**config.mk**
```make
export PLATFORM = sky130hd
export DESIGN_NAME = mesi_line_ctrl
export DESIGN_NICKNAME = d
export VERILOG_FILES = /design/src/rtl/mesi_ctrl_pkg.sv /design/src/rtl/mesi_snoop_react.sv /design/src/rtl/mesi_cpu_decide.sv /design/src/rtl/mesi_fill_resolve.sv /design/src/rtl/mesi_line_ctrl.sv
export SDC_FILE = /design/constraint.sdc
export NUM_CORES = 1
export LEC_CHECK = 0
export ABC_AREA = 1
export BUFFER_PORTS_ARGS = -buffer_cell sky130_fd_sc_hd__buf_2
export CAP_MARGIN = 20
export CORE_ASPECT_RATIO = 0.7
export CORE_MARGIN = 4
export CORE_UTILIZATION = 35
export DETAILED_ROUTE_END_ITERATION = 7
export SLEW_MARGIN = 20
export SYNTH_ARGS = -nofsm -noshare
export SYNTH_HDL_FRONTEND = slang
export SYNTH_SLANG_ARGS = --single-unit
```
**constraint.sdc**
```tcl
create_clock -name clk -period 1.6 [get_ports clk]
set_clock_uncertainty 0.05 [all_clocks]
set_input_delay 0 -clock clk [delete_from_list [all_inputs] [get_ports clk]]
set_output_delay 0 -clock clk [all_outputs]
set_load 0.05 [all_outputs]
```
**src/rtl/mesi_ctrl_pkg.sv**
```systemverilog
package mesi_ctrl_pkg;

    typedef enum logic [1:0] {
        ST_I = 2'b00,
        ST_S = 2'b01,
        ST_E = 2'b10,
        ST_M = 2'b11
    } mesi_t;

    typedef enum logic [1:0] {
        BUS_NONE = 2'b00,
        BUS_RDS  = 2'b01,
        BUS_RDX  = 2'b10,
        BUS_WB   = 2'b11
    } busop_t;

    localparam logic [1:0] OP_READ  = 2'b00;
    localparam logic [1:0] OP_WRITE = 2'b01;
    localparam logic [1:0] OP_EVICT = 2'b10;

endpackage

```
**src/rtl/mesi_snoop_react.sv**
```systemverilog
module mesi_snoop_react
    import mesi_ctrl_pkg::*;
(
    input  logic       hit,
    input  logic [1:0] kind,
    input  mesi_t      cur,
    output mesi_t      nxt,
    output logic       dirty_supply
);
    always_comb begin
        nxt          = cur;
        dirty_supply = 1'b0;
        if (hit) begin
            unique case (busop_t'(kind))
                BUS_RDS: begin
                    dirty_supply = (cur == ST_M);
                    if (cur == ST_M || cur == ST_E) nxt = ST_S;
                end
                BUS_RDX: begin
                    dirty_supply = (cur == ST_M);
                    nxt          = ST_I;
                end
                default: nxt = cur;
            endcase
        end
    end
endmodule

```
**src/rtl/mesi_cpu_decide.sv**
```systemverilog
module mesi_cpu_decide
    import mesi_ctrl_pkg::*;
(
    input  logic [1:0] op,
    input  mesi_t      cur,
    output logic       hit,
    output mesi_t      hit_next,
    output busop_t     miss_op
);
    always_comb begin
        hit      = 1'b1;
        hit_next = cur;
        miss_op  = BUS_NONE;
        case (op)
            OP_READ: begin
                if (cur == ST_I) begin
                    hit     = 1'b0;
                    miss_op = BUS_RDS;
                end
            end
            OP_WRITE: begin
                if (cur == ST_M || cur == ST_E) begin
                    hit_next = ST_M;
                end else begin
                    hit     = 1'b0;
                    miss_op = BUS_RDX;
                end
            end
            OP_EVICT: begin
                if (cur == ST_M) begin
                    hit     = 1'b0;
                    miss_op = BUS_WB;
                end else begin
                    hit_next = ST_I;
                end
            end
            default: hit_next = cur;
        endcase
    end
endmodule

```
**src/rtl/mesi_fill_resolve.sv**
```systemverilog
module mesi_fill_resolve
    import mesi_ctrl_pkg::*;
(
    input  busop_t op,
    input  logic   shared_seen,
    output mesi_t  final_st
);
    always_comb begin
        case (op)
            BUS_RDS: final_st = shared_seen ? ST_S : ST_E;
            BUS_RDX: final_st = ST_M;
            default: final_st = ST_I;
        endcase
    end
endmodule

```
**src/rtl/mesi_line_ctrl.sv**
```systemverilog
module mesi_line_ctrl
    import mesi_ctrl_pkg::*;
#(
    parameter int LINES = 4,
    localparam int IDXW = $clog2(LINES)
) (
    input  logic            clk,
    input  logic            rst_n,
    input  logic            cpu_req,
    input  logic [1:0]      cpu_op,
    input  logic [IDXW-1:0] cpu_line,
    output logic            cpu_ready,
    output logic [1:0]      bus_op,
    output logic [IDXW-1:0] bus_line,
    input  logic            bus_resp,
    input  logic            bus_shared,
    input  logic            snoop_valid,
    input  logic [1:0]      snoop_kind,
    input  logic [IDXW-1:0] snoop_line,
    output logic            supply
);

    typedef struct packed {
        logic                  busy;
        busop_t                op;
        logic [IDXW-1:0]       line;
        mesi_t [LINES-1:0]     tbl;
    } ctrl_t;

    ctrl_t ctrl_d, ctrl_q;

    mesi_t             snp_next [LINES];
    logic [LINES-1:0]  snp_supply;

    for (genvar g = 0; g < LINES; g++) begin : g_line
        mesi_snoop_react u_react (
            .hit          (snoop_valid && (snoop_line == IDXW'(g))),
            .kind         (snoop_kind),
            .cur          (ctrl_q.tbl[g]),
            .nxt          (snp_next[g]),
            .dirty_supply (snp_supply[g])
        );
    end

    logic   dec_hit;
    mesi_t  dec_next;
    busop_t dec_miss;
    mesi_t  fill_st;

    mesi_cpu_decide u_decide (
        .op       (cpu_op),
        .cur      (ctrl_q.tbl[cpu_line]),
        .hit      (dec_hit),
        .hit_next (dec_next),
        .miss_op  (dec_miss)
    );

    mesi_fill_resolve u_fill (
        .op          (ctrl_q.op),
        .shared_seen (bus_shared),
        .final_st    (fill_st)
    );

    logic snoop_on_cpu, snoop_on_pend;
    assign snoop_on_cpu  = snoop_valid && (snoop_line == cpu_line);
    assign snoop_on_pend = snoop_valid && (snoop_line == ctrl_q.line);

    always_comb begin
        ctrl_d    = ctrl_q;
        cpu_ready = 1'b0;
        for (int i = 0; i < LINES; i++) ctrl_d.tbl[i] = snp_next[i];
        if (!ctrl_q.busy) begin
            if (cpu_req && !snoop_on_cpu) begin
                if (dec_hit) begin
                    cpu_ready             = 1'b1;
                    ctrl_d.tbl[cpu_line]  = dec_next;
                end else begin
                    ctrl_d.busy = 1'b1;
                    ctrl_d.op   = dec_miss;
                    ctrl_d.line = cpu_line;
                end
            end
        end else if (snoop_on_pend) begin
            ctrl_d.busy = 1'b0;
            ctrl_d.op   = BUS_NONE;
        end else if (bus_resp) begin
            cpu_ready               = 1'b1;
            ctrl_d.tbl[ctrl_q.line] = fill_st;
            ctrl_d.busy             = 1'b0;
            ctrl_d.op               = BUS_NONE;
        end
    end

    always_ff @(posedge clk) begin
        if (!rst_n) begin
            ctrl_q.busy <= 1'b0;
            ctrl_q.op   <= BUS_NONE;
            ctrl_q.line <= '0;
            for (int i = 0; i < LINES; i++) ctrl_q.tbl[i] <= ST_I;
        end else begin
            ctrl_q <= ctrl_d;
        end
    end

    assign bus_op   = ctrl_q.op;
    assign bus_line = ctrl_q.line;
    assign supply   = |snp_supply;

    assert_supply_from_snoop_R6: assert property (@(posedge clk) disable iff (!rst_n)
        supply |-> (snoop_valid && (snoop_kind == 2'b01 || snoop_kind == 2'b10)));

    assert_rdx_leaves_invalid_R7: assert property (@(posedge clk) disable iff (!rst_n)
        (snoop_valid && snoop_kind == 2'b10) |=> (ctrl_q.tbl[$past(snoop_line)] == ST_I));

    assert_conflict_blocks_ready_R9: assert property (@(posedge clk) disable iff (!rst_n)
        (!ctrl_q.busy && cpu_req && snoop_valid && snoop_line == cpu_line) |-> !cpu_ready);

    assert_cancel_on_pend_R10: assert property (@(posedge clk) disable iff (!rst_n)
        (ctrl_q.busy && snoop_on_pend) |=> (bus_op == 2'b00));

    assert_hold_request_R12: assert property (@(posedge clk) disable iff (!rst_n)
        (ctrl_q.busy && !bus_resp && !snoop_on_pend)
        |=> (bus_op == $past(bus_op) && bus_line == $past(bus_line)));

    assert_rdx_fill_modified_R4: assert property (@(posedge clk) disable iff (!rst_n)
        (cpu_ready && ctrl_q.busy && ctrl_q.op == BUS_RDX)
        |=> (ctrl_q.tbl[$past(ctrl_q.line)] == ST_M));

    assert_busy_has_op_R3: assert property (@(posedge clk) disable iff (!rst_n)
        ctrl_q.busy == (bus_op != 2'b00));

endmodule

```
# Word-level counts from Yosys, hierarchy flattened

Index checks and enable logic that the tools add are counted.
W data, S select, Z words.

Bitwise gates (word level): 2
Reduce and logical (&&, ||, !) cells: 23
Equal/unequal tests: 23
$lt $le $gt $ge: 4
Mux-type cells: 55

Operators by type and width:

| cell                 | number |
|---|---|
| $mux W2              | 16 |
| $mux W8              | 4 |
| $eq A2 B2 Y1 const B | 15 |
| $pmux W2 S2          | 6 |
| $mux W1              | 17 |
| $bwmux W8            | 2 |
| $mux W13             | 1 |
| $logic_and A1 B1 Y1  | 9 |
| $mux W3              | 3 |
| $demux W2 S2         | 2 |
| $eq A2 B1 Y1 const B | 4 |
| $logic_not A2 Y1     | 3 |
| $lt A2 B3 Y1 const B | 2 |
| $pmux W2 S3          | 1 |
| $reduce_and A3 Y1    | 2 |
| $logic_or A1 B1 Y1   | 5 |
| $mux W5              | 1 |
| $bmux W2 S2          | 1 |
| $eq A2 B2 Y1         | 2 |
| $ge A2 B1 Y1 const B | 2 |
| $reduce_or A4 Y1     | 1 |
| $ne A3 B2 Y1 const B | 1 |
| $pmux W1 S3          | 1 |
| $ne A2 B2 Y1 const B | 1 |
| 4 further kinds      | 5 |

Word-level logic and storage cells: 114
Register bits: 13

# Longest topological paths before layout

Gate-level depths: netlist of run 1.

Word-level depth: 10
Gate-level depth with buffers: 13
Depth with buffers taken out: 13

# Hierarchy

Synthesis of run 1 repeated with hierarchy kept, for this count alone.

Cells, all modules: 312
Area, all modules: 1,744.2 sq um

By module, submodules not included:

| module            | instances | cells an instance | area an instance (sq um) | seq. area each (sq um) |
|---|---|---|---|---|
| mesi_line_ctrl    | 1         | 233               | 1,282.5                  | 260.2 |
| mesi_snoop_react  | 4         | 11                | 63.8                     | 0.0 |
| mesi_cpu_decide   | 1         | 25                | 145.1                    | 0.0 |
| mesi_fill_resolve | 1         | 10                | 61.3                     | 0.0 |

# Least setup slack after synthesis of run 1

Ideal clock, no wire load.

Path kind: register to output
Start point: register ctrl_q[12] (netlist name)
End point: output cpu_ready
Data required time: 1.550 ns
Slack: -0.350 ns
Stages on the path, launching flop included: 5
Arrival: 1.900 ns
Path through: dfxtp_1 clkbuf_1 inv_1 buf_6 o21ai_0

Word-level cells in the longest chain between the ends: 1

RTL lines:

| what                     | RTL line              | text |
|---|---|---|
| start: declaration       | mesi_line_ctrl.sv:30  | `ctrl_t ctrl_d, ctrl_q;` |
| start signal: assignment | mesi_line_ctrl.sv:101 | `ctrl_q <= ctrl_d;` |
| $mux W1                  | mesi_line_ctrl.sv:72  | `if (!ctrl_q.busy) begin` |
| end: declaration         | mesi_line_ctrl.sv:12  | `output logic cpu_ready,` |

Every way passes these cells.

# Worst setup path in the final report of run 1

Start point: register ctrl_q[0] (netlist name)
End point: register ctrl_q[7] (netlist name)

Word-level cells in the longest chain between the ends: 10
Elaborated cells between the ends (all ways): 17
Those cells by class: eq/ne: 2; mux: 13; reduce/logical: 2

RTL lines:

| what                            | RTL line                                     | text |
|---|---|---|
| $bmux W2 S2 *                   | mesi_line_ctrl.sv:52                         | `.cur (ctrl_q.tbl[cpu_line]),` |
| $mux W2 (implied by the code) * | mesi_line_ctrl.sv:52                         |  |
| $eq A2 B2 Y1 (on tied branches) | mesi_cpu_decide.sv:22, mesi_cpu_decide.sv:30 |  |
| $logic_or A1 B1 Y1              | mesi_cpu_decide.sv:22                        | `if (cur == ST_M \|\| cur == ST_E) begin` |
| $mux W2                         | mesi_cpu_decide.sv:22                        |  |
| $pmux W2 S2                     | mesi_cpu_decide.sv:14                        | `case (op)` |
| $bwmux W8                       | mesi_line_ctrl.sv:76                         | `ctrl_d.tbl[cpu_line] = dec_next;` |
| $mux W8 *                       | mesi_line_ctrl.sv:74                         | `if (dec_hit) begin` |
| $mux W13 *                      | mesi_line_ctrl.sv:73                         | `if (cpu_req && !snoop_on_cpu) begin` |
| $mux W8 *                       | mesi_line_ctrl.sv:72                         |  |

Mark *: on every way between the ends. The rest lies on a longest branch, timed or not. The select of a mux whose other input is x is not followed.
A chain may end at the register's enable or synchronous reset.

==> run metrics, run 1 <==
R2R Setup Slk=0.01 ns; PnR worst setup slack=0.0111 ns; Setup crit start kind=flop; most frequent cells in the layout=60 x nand2_1, 31 x nand3_1, 25 x inv_1; fmax=629 MHz; status=finished clean; MaxCap Viol Count=0; clock buffer depth=2; most common cell after layout, fill and taps aside=nand2_1; area of the core=3920 um2; crit path capture type=flop; CTS buffer count=3; CP top delay family=simple AND/OR/NAND/NOR gates; Placement Setup Slack=-0.0145 ns; ANT nets after route=0; Syn Nets=256; Worst IR Drop VDD=0.364 mV; DP Cell Count=309; largest net degree at the start of global routing=14; Min-Delay Path Class=in2reg; CTS Hold Buffers Added=0; clock sinks=13; syn_area_per_cell=6.09 um2; Tightest Pin Transition=0.504 ns; Initial Utilization=36.5%; Setup TNS=0 ns; fin crit period=1.59 ns; vias in the first global route=1,371; Iteration-0 DRC Markers=181; Req. time, crit path=1.70 ns; crit path DAT=1.69 ns; Setup-failing EPs final=0; crit-path cells=nand2_1 > nand2_2 > nor2_2 > nand2_2 > nand2_4 > nand3_4 > clkbuf_16 > nand3_1 > nand3_1 > nand3_1 > inv_1; worst-skew pair later-pin latency=0.25 ns; CTS root buf=clkbuf_8; hold slack=0.00792 ns; GPL Wtd Cong=0.840; first-pass GRT wire length=6470 um; Detail Placement HPWL=3240 um; final wirelength=4240 um; Post-layout nets=289; Slowest cell on crit path=dfxtp_2; Storage cell area=270 um2; total track usage=16.2%; Worst-path clk slew=0.06 ns; Die H=61.5 um; cell area after synthesis=1430 um2; Seq/Total Area, Yosys=18.2%; Unique masters post-synth=31; Mapped Cells=235; wire per inst=13.3 um; Max FO, Critical Path=6; fin. max-slew vios=0; Worst Setup Path Type=reg2reg; CTS tree=built; PortBufs=19; RSZ-0062 raised after global routing=yes; fin area=1850 um2; leakage dissipation=0.899 nW; final core occ=47.0%; n_diodes=0; Hold Vio Cnt, Final=0; most frequent CP cell=nand3_1; Vias=1,599; power per cell area=629 nW/um2; dpl cell area=1600 um2; Final Cycle Share=99.3%; CTS H-tree depth=1; Fill cells=412; Non-Filler Instances=319; Worst Path Buf+Inv=2; drt pass-1 iters=4; DRC viols=0; CP peak stage delay=0.34 ns; die area=5190 um2; Synth Register Bits=13; # IOs=20; Syn. warnings=0; antenna violations before repair=0; Slew HR=66.1%; multi-input logic area=1070 um2; Die W=84.4 um; Vias/cell=5.01; GRT overflow=0; share of cells above drive strength 1=33.0%; cell row count=19; area added between synthesis and finish=29.0%; Pwr Total=1.16 mW
[area by class of cell]
type	count	area share, %
Multi-Input combinational cell	182	58.1
Timing Repair Buffer	38	15.0
Sequential cell	13	14.6
Inverter	30	6.31
Tap cell	52	3.53
Clock buffer	4	2.44
[synth_stat cells]
cell       n  share of area [%]
inv_2      2               0.53
nor3_1     9                3.1
o21ai_0    5                1.7
nand2_2    5                2.2
buf_4      5                2.6
or2_1      1               0.44
o22ai_1    4                1.7
dfxtp_1   13                 18
a22oi_1    1               0.53
clkbuf_8   1               0.96
nand3_4    1                1.2
nor2_1     8                2.1
nor2_2     1               0.44
a31oi_1    4                1.7
nand4_1    4                1.7
inv_1     27                7.1
nand3_2    1               0.70
o211ai_1   3                1.6
a21oi_1   13                4.5
nand2_1   69                 18
clkinv_1   1               0.26
or2_2      1               0.44
a21oi_4    1                1.1
nand3_1   37                 13
nand2_4    3                2.4
xnor2_1    2                1.2
clkbuf_1   1               0.26
nand4_2    1               0.87
o21ai_2    1               0.61
ha_1       7                6.1
buf_6      3                2.4
[worst register-to-register path, delay by kind of cell (launching register included)]
family,cells,cell delay [ns]
buffers and inverters,2,0.24
and+or+nand+nor,9,0.85
DFF,1,0.34
[per-layer routing]
metal  up-vias  GRT usage, %  wire length [um]
li1        838             -                 -
met1       706          24.1              2100
met2        48          23.1              1780
met3         7          3.61               293
met4         0          4.74                61
met5         -             0                 0
[cell families (layout without fill, tap and decap cells)]
logic type | count (synthesis) | after routing | share of synthesized area [%]
AOI/OAI and AO/OA | 32 | 32 | 13.6
xor gates and xnor gates | 2 | 2 | 1.23
adders and majority gates | 7 | 7 | 6.12
buffers and inverters | 40 | 72 | 14.1
DFF | 13 | 13 | 18.2
and+or+nand+nor | 141 | 141 | 46.7
[sequential cells by signal, indices dropped and copies added (netlist names)]
register and count:
bus_op 2, bus_line 2, ctrl_q 9
[final timing paths]
check | from | to | depth (start not counted)
max | ctrl_q[0]$_SDFF_PN0_ | ctrl_q[7]$_SDFF_PN0_ | 11
max reg2reg | ctrl_q[0]$_SDFF_PN0_ | ctrl_q[7]$_SDFF_PN0_ | 11
min | rst_n | ctrl_q[3]$_SDFF_PN0_ | 3
min reg2reg | bus_op[0]$_SDFFE_PN0P_ | bus_op[0]$_SDFFE_PN0P_ | 2
[power by group]
part | switching (mW) | internal [mW]
logic | 0.296 | 0.187
registers | 0.0265 | 0.349
clock network | 0.127 | 0.176
[timing repair]
item	4_1_cts	5_1_grt
pin swaps	2	20
gates resized for setup	5	34
endpoints found under the setup margin	4	14
gates cloned	0	1
buffers inserted	2	3
No activity file was read; power rests on OpenSTA's default activity.
==> inputs of run 2 (changes only) <==
CORE_ASPECT_RATIO = unset   (was 0.7)
CORE_UTILIZATION = 40   (was 35)
clock period = 1.3 ns   (was 1.6 ns; I/O delays follow)
==> run 2 against run 1 <==
The run now ends with negative setup slack left. Critical path type is now reg2out. Routed wire length down 1.6%. Design area up 4.9%. First-iteration DRC count down 46%. Critical endpoint is now cpu_ready. Cell count up 5.0%. Non-clock buffer count up 22. Highest routed layer unchanged. Largest power group unchanged.
==> run metrics, run 2 (synthesis gave the netlist of run 1 again) <==
status=finished, violations left; failing checks=negative setup slack; Detail Placement HPWL=3350 um (+3.3%); antenna violations before repair=0 (unchanged); CTS H-tree depth=1 (unchanged); largest net degree at the start of global routing=14 (unchanged); PortBufs=19 (unchanged); fin crit period=1.53 ns; CTS buffer count=3 (unchanged); die area=4600 um2 (-11%); # IOs=20 (unchanged); Worst Setup Path Type=reg2out; worst-skew pair later-pin latency=0.30 ns (+0.05 ns); RSZ-0062 raised after global routing=yes; clock buffer depth=2 (unchanged); crit path DAT=1.48 ns (-0.21 ns); Vias/cell=5.03 (+0.29%); Worst IR Drop VDD=0.359 mV (-1.4%); wire per inst=12.5 um (-6.3%); leakage dissipation=0.963 nW (+7.1%); Tightest Pin Transition=0.344 ns (-0.161 ns); vias in the first global route=1,516 (+11%); Die W=67.8 um (-20%); area of the core=3390 um2 (-14%); fin. max-slew vios=0 (unchanged); Initial Utilization=42.2% (+5.7 points); Post-layout nets=311 (+7.6%); n_diodes=0 (unchanged); most frequent CP cell=nand2_4; Critical R2R Capture=ctrl_q[5]$_SDFF_PN0_; Storage cell area=270 um2 (unchanged); crit-path cells=nand2_1 > nand2_1 > nand2_2 > nand2_4 > nand2_4 > nand2_4 > nand3_4 > nand2_2 > o21ai_2 > buf_6; Levels on crit path=10 (-1); final core occ=57.1% (+10 points); first-pass GRT wire length=6760 um (+4.5%); DP Cell Count=328 (+6.1%); Non-Filler Instances=335 (+5.0%); fin area=1940 um2 (+4.9%); ANT nets after route=0 (unchanged); most common cell after layout, fill and taps aside=nand2_1; Worst R2R Path Depth=13 (+2); DRC viols=0 (unchanged); hold slack=0.0445 ns (+0.0366 ns); area added between synthesis and finish=35.4%; Die H=67.8 um (+10%); dpl cell area=1790 um2 (+12%); cell row count=21 (+2); Slowest cell on crit path=dfxtp_1; crit path to=cpu_ready; CP peak stage delay=0.37 ns (+0.03 ns); clock sinks=13 (unchanged); Worst-path clk slew=0.10 ns (+0.04 ns); Max FO, Critical Path=4 (-2); Min-Delay Path Class=in2reg; Critical R2R Launch=ctrl_q[7]$_SDFF_PN0_; total track usage=19.6% (+3.4 points); CTS root buf=clkbuf_4; GRT overflow=0 (unchanged); Iteration-0 DRC Markers=97 (-46%); most frequent cells in the layout=60 x nand2_1, 39 x buf_4, 33 x nand3_1; Req. time, crit path=1.25 ns (-0.45 ns); Slew HR=76.9% (+11 points); R2R Setup Slk=-0.19 ns (-0.20 ns); fmax=652 MHz; max FFs per register=9 (unchanged); Worst Path Buf+Inv=1 (-1); drt pass-1 iters=5 (+1); Setup-failing EPs final=15 (+15); power per cell area=695 nW/um2 (+10%); PnR worst setup slack=-0.233 ns (-0.244 ns); Fill cells=329 (-20%); crit path capture type=output port; final wirelength=4170 um (-1.6%); Hold Vio Cnt, Final=0 (unchanged); CP top delay family=simple AND/OR/NAND/NOR gates; Setup crit start kind=flop; Vias=1,684 (+5.3%); crit path launch=ctrl_q[7]$_SDFF_PN0_; multi-input logic area=1040 um2 (-2.7%); GPL Wtd Cong=0.937 (+12%); Final Cycle Share=118%; CTS tree=built; Top reg by flops=ctrl_q; share of cells above drive strength 1=38.4% (+5.4 points); MaxCap Viol Count=0 (unchanged)
run 2: cell count changes in the layout (fill, tap and decap cells not counted), sizes merged:
cell,delta
clkinv,+1
clkinvlp,-1
dlygate4sd3,+1
buf,+23
clkbuf,-3
inv,+1
run 2: how the worst min path moves through the flow:
stage,slack [ns],endpoint,cells past startpoint,startpoint
2_1_floorplan,0.08,ctrl_q[1]$_SDFF_PN0_,2,rst_n
3_3_place_gp,0.26,bus_line[0]$_SDFFE_PN0P_,3,rst_n
3_5_place_dp,0.27,bus_line[1]$_SDFFE_PN0P_,3,rst_n
4_1_cts,0.03,ctrl_q[12]$_SDFF_PN0_,4,bus_resp
5_1_grt,0.08,ctrl_q[12]$_SDFF_PN0_,4,bus_resp
6_report,0.04,ctrl_q[12]$_SDFF_PN0_,4,bus_resp
run 2: power by group:
group	internal, mW	total, mW	leakage (nW)	switching [mW]
clock network	0.115	0.286	0.0177	0.171
logic	0.245	0.606	0.836	0.361
registers	0.431	0.454	0.110	0.0233
run 2: layout make-up:
type | count | share of cell area (%)
Inverter | 30 | 5.81
Clock inverter | 1 | 0.258
Clock buffer | 3 | 1.16
Tap cell | 46 | 2.97
Sequential cell | 13 | 14.0
Timing Repair Buffer | 60 | 22.0
Multi-Input combinational cell | 182 | 53.9
run 2: what timing repair did:
action,4_1_cts,5_1_grt
pin swaps,2,12
buffers inserted,2,0
gates resized for setup,16,15
endpoints found under the setup margin,15,15
hold buffers,1,0
hold endpoints to repair,6,0
run 2: routing by layer:
| layer | GRT usage (%) | routed length [um] | vias to the layer above | share of wire (%) |
|---|---|---|---|---|
| li1 | - | - | 881 | - |
| met1 | 24.8 | 1920 | 755 | 46 |
| met2 | 33.4 | 1940 | 38 | 46 |
| met3 | 2.83 | 234 | 10 | 5.6 |
| met4 | 7.20 | 75 | 0 | 1.8 |
| met5 | 0 | 0 | - | 0 |
run 2: worst reg2reg max path: cells and delay by family, from the launching register on:
| family | cells | cell delay (ns) |
|---|---|---|
| simple gates | 11 | 0.78 |
| flops | 1 | 0.37 |
| buf+inv | 2 | 0.23 |
run 2: stage by stage:
step / TNS (ns) / power [mW] / worst slack (ns)
floorplan: -0.309 / 0.830 / -0.0504
global placement: -1.99 / 1.01 / -0.177
detailed placement: -1.92 / 1.01 / -0.174
CTS: -2.43 / 1.32 / -0.225
global route: -4.18 / 1.43 / -0.333
finish: -2.45 / 1.35 / -0.233
==> inputs of run 3 (changes only) <==
RECOVER_POWER = 100   (was unset)
clock period = 1.45 ns   (was 1.3 ns; I/O delays follow)
==> run 3 against run 2 <==
The flow still finishes with violations (negative setup slack). Global-route usage increased by 0.41 points. Total power decreased by 7.0%. Critical path depth decreased by 5. Worst hold slack got worse by 0.0073 ns. Routed wire length increased by 5.1%. Largest power group unchanged.
==> run metrics, run 3 (synthesis gave the netlist of run 1 again) <==
leakage dissipation=0.972 nW (+0.93%); CTS buffer count=3 (unchanged); Final Cycle Share=114%; Non-Filler Instances=328 (-2.1%); Worst Hold Depth=4 (unchanged); Setup crit start kind=flop; first-pass GRT wire length=6920 um (+2.4%); largest net degree at the start of global routing=13 (-1); Req. time, crit path=1.40 ns (+0.15 ns); Worst Setup Path Type=reg2out; RSZ-0062 raised after global routing=yes; Slew HR=52.0% (-25 points); fmax=607 MHz; Worst R2R Path Depth=7 (-6); Switching Fraction=41.7% (+0.44 points); Clock Power Share=18.8% (-2.4 points); final wirelength=4390 um (+5.1%); Min-Delay Path Class=in2reg; hold slack=0.0372 ns (-0.00726 ns); Max FO, Critical Path=3 (-1); sw power=0.522 mW (-6.0%); share of cells above drive strength 1=42.2% (+3.8 points); failing checks=negative setup slack; Initial Utilization=42.2% (unchanged); DP Cell Count=315 (-4.0%); clock sinks=13 (unchanged); multi-input logic area=1190 um2 (+14%); Critical R2R Capture=ctrl_q[4]$_SDFF_PN0_; PnR worst setup slack=-0.198 ns (+0.0351 ns); vias in the first global route=1,517 (+0.066%); most common cell after layout, fill and taps aside=nand2_1; GRT overflow=0 (unchanged); area of the core=3390 um2 (unchanged); crit path DAT=1.60 ns (+0.12 ns); status=finished, violations left; CTS H-tree depth=1 (unchanged); Top reg by flops=ctrl_q; R2R Setup Slk=-0.14 ns (+0.05 ns); Levels on crit path=5 (-5); n_diodes=0 (unchanged); Storage cell area=273 um2 (+0.93%); worst-skew pair later-pin latency=0.28 ns (-0.02 ns); wire per inst=13.4 um (+7.4%); fin crit period=1.65 ns; Worst Path Buf+Inv=2 (+1); max FFs per register=9 (unchanged); drt pass-1 iters=4 (-1); CTS tree=built; GPL Wtd Cong=0.872 (-7.0%); Die H=67.8 um (unchanged); CTS root buf=clkbuf_4; Setup-failing EPs final=13 (-2); Tightest Pin Transition=0.715 ns (+0.371 ns); most frequent cells in the layout=55 x nand2_1, 29 x buf_4, 27 x nand3_1; die area=4600 um2 (unchanged); Post-layout nets=304 (-2.3%); Vias=1,694 (+0.59%); Gate power share=48.1% (+3.1 points); Fill cells=320 (-2.7%); crit path capture type=output port; # IOs=20 (unchanged); Critical R2R Launch=bus_line[1]$_SDFFE_PN0P_; crit path launch=bus_line[1]$_SDFFE_PN0P_; Iteration-0 DRC Markers=134 (+38%); Worst-path clk slew=0.09 ns (about the same); Detail Placement HPWL=3260 um (-2.7%); crit-path cells=o211ai_1 > nand2_1 > buf_4 > o21ai_2 > buf_6; Int Power=0.729 mW (-7.7%); CP peak stage delay=0.34 ns (-0.03 ns); DRC viols=0 (unchanged); fin. max-slew vios=0 (unchanged); power per cell area=608 nW/um2 (-12%); cell row count=21 (unchanged); Slowest cell on crit path=dfxtp_2; MaxCap Viol Count=0 (unchanged); area added between synthesis and finish=43.8%; crit path to=cpu_ready; antenna violations before repair=0 (unchanged); clock buffer depth=2 (unchanged); total track usage=20.0% (+0.41 points); Hold Vio Cnt, Final=0 (unchanged); Vias/cell=5.16 (+2.7%); Worst IR Drop VDD=0.513 mV (+43%); ANT nets after route=0 (unchanged); PortBufs=19 (unchanged); sequential share of power=33.1% (-0.6 points); CP top delay family=compound AO/OA/AOI/OAI gates; Die W=67.8 um (unchanged)
==> run 3: cell count changes in the layout (fill, tap and decap cells not counted), sizes merged <==
cell | previous run | this run
clkinv | 2 | 1
buf | 59 | 49
clkbuf | 3 | 7
==> run 3: tightest hold or removal path: stages <==
cell	delay (ns)
buf_2	0.11
nor2_1	0.05
nand2_1	0.11
a21oi_2	0.07
==> run 3: final cells by class <==
type	instances	area share [%]
clock buffers	4	1.28
inverters	30	5.47
multi-input cells	182	57.7
flip-flops and latches	13	13.3
well taps	46	2.80
repair buffers	53	19.5
==> run 3: metal layers <==
| metal | GRT usage [%] | wire length [um] |
|---|---|---|
| met2 | 33.4 | 2100 |
| met1 | 26.9 | 2000 |
| met5 | 0 | 0 |
| met4 | 3.72 | 45 |
| met3 | 3.66 | 240 |
==> run 3: worst min path at each step <==
stage,endpoint,from
after floorplan,ctrl_q[1]$_SDFF_PN0_,rst_n
after global placement,bus_line[1]$_SDFFE_PN0P_,rst_n
after detailed placement,ctrl_q[3]$_SDFF_PN0_,rst_n
after CTS,ctrl_q[12]$_SDFF_PN0_,bus_resp
after global routing,ctrl_q[12]$_SDFF_PN0_,bus_resp
final,ctrl_q[12]$_SDFF_PN0_,bus_resp
==> run 3: power by group through the flow <==
stage	Sequential (mW)	Clock (mW)	Combinational (mW)
after floorplan	0.409	0	0.331
after global placement	0.417	0	0.465
after detailed placement	0.416	0	0.468
after CTS	0.412	0.242	0.539
after global routing	0.417	0.257	0.654
final	0.414	0.235	0.602
==> run 3: metrics by stage <==
step / utilization, % / total power [mW] / setup WS (ns) / TNS, ns / area, um2
final: 60.7 / 1.25 / -0.198 / -1.07 / 2060
after global routing: 60.7 / 1.33 / -0.219 / -2.19 / 2060
after global placement: 50.5 / 0.881 / -0.114 / -0.255 / 1710
after CTS: 56.4 / 1.19 / -0.127 / -0.761 / 1910
after floorplan: - / 0.740 / 0.0525 / 0 / 1430
after detailed placement: 50.5 / 0.884 / -0.0973 / -0.551 / 1710
==> run 3: timing repair <==
| action | in CTS | in global routing |
|---|---|---|
| hold buffers | 1 | 0 |
| hold endpoints to repair | 5 | 0 |
| endpoints found under the setup margin | 14 | 15 |
| pin swaps | 14 | 14 |
| resized for setup | 40 | 32 |
| setup buffers | 4 | 3 |
| cloned | 1 | 0 |
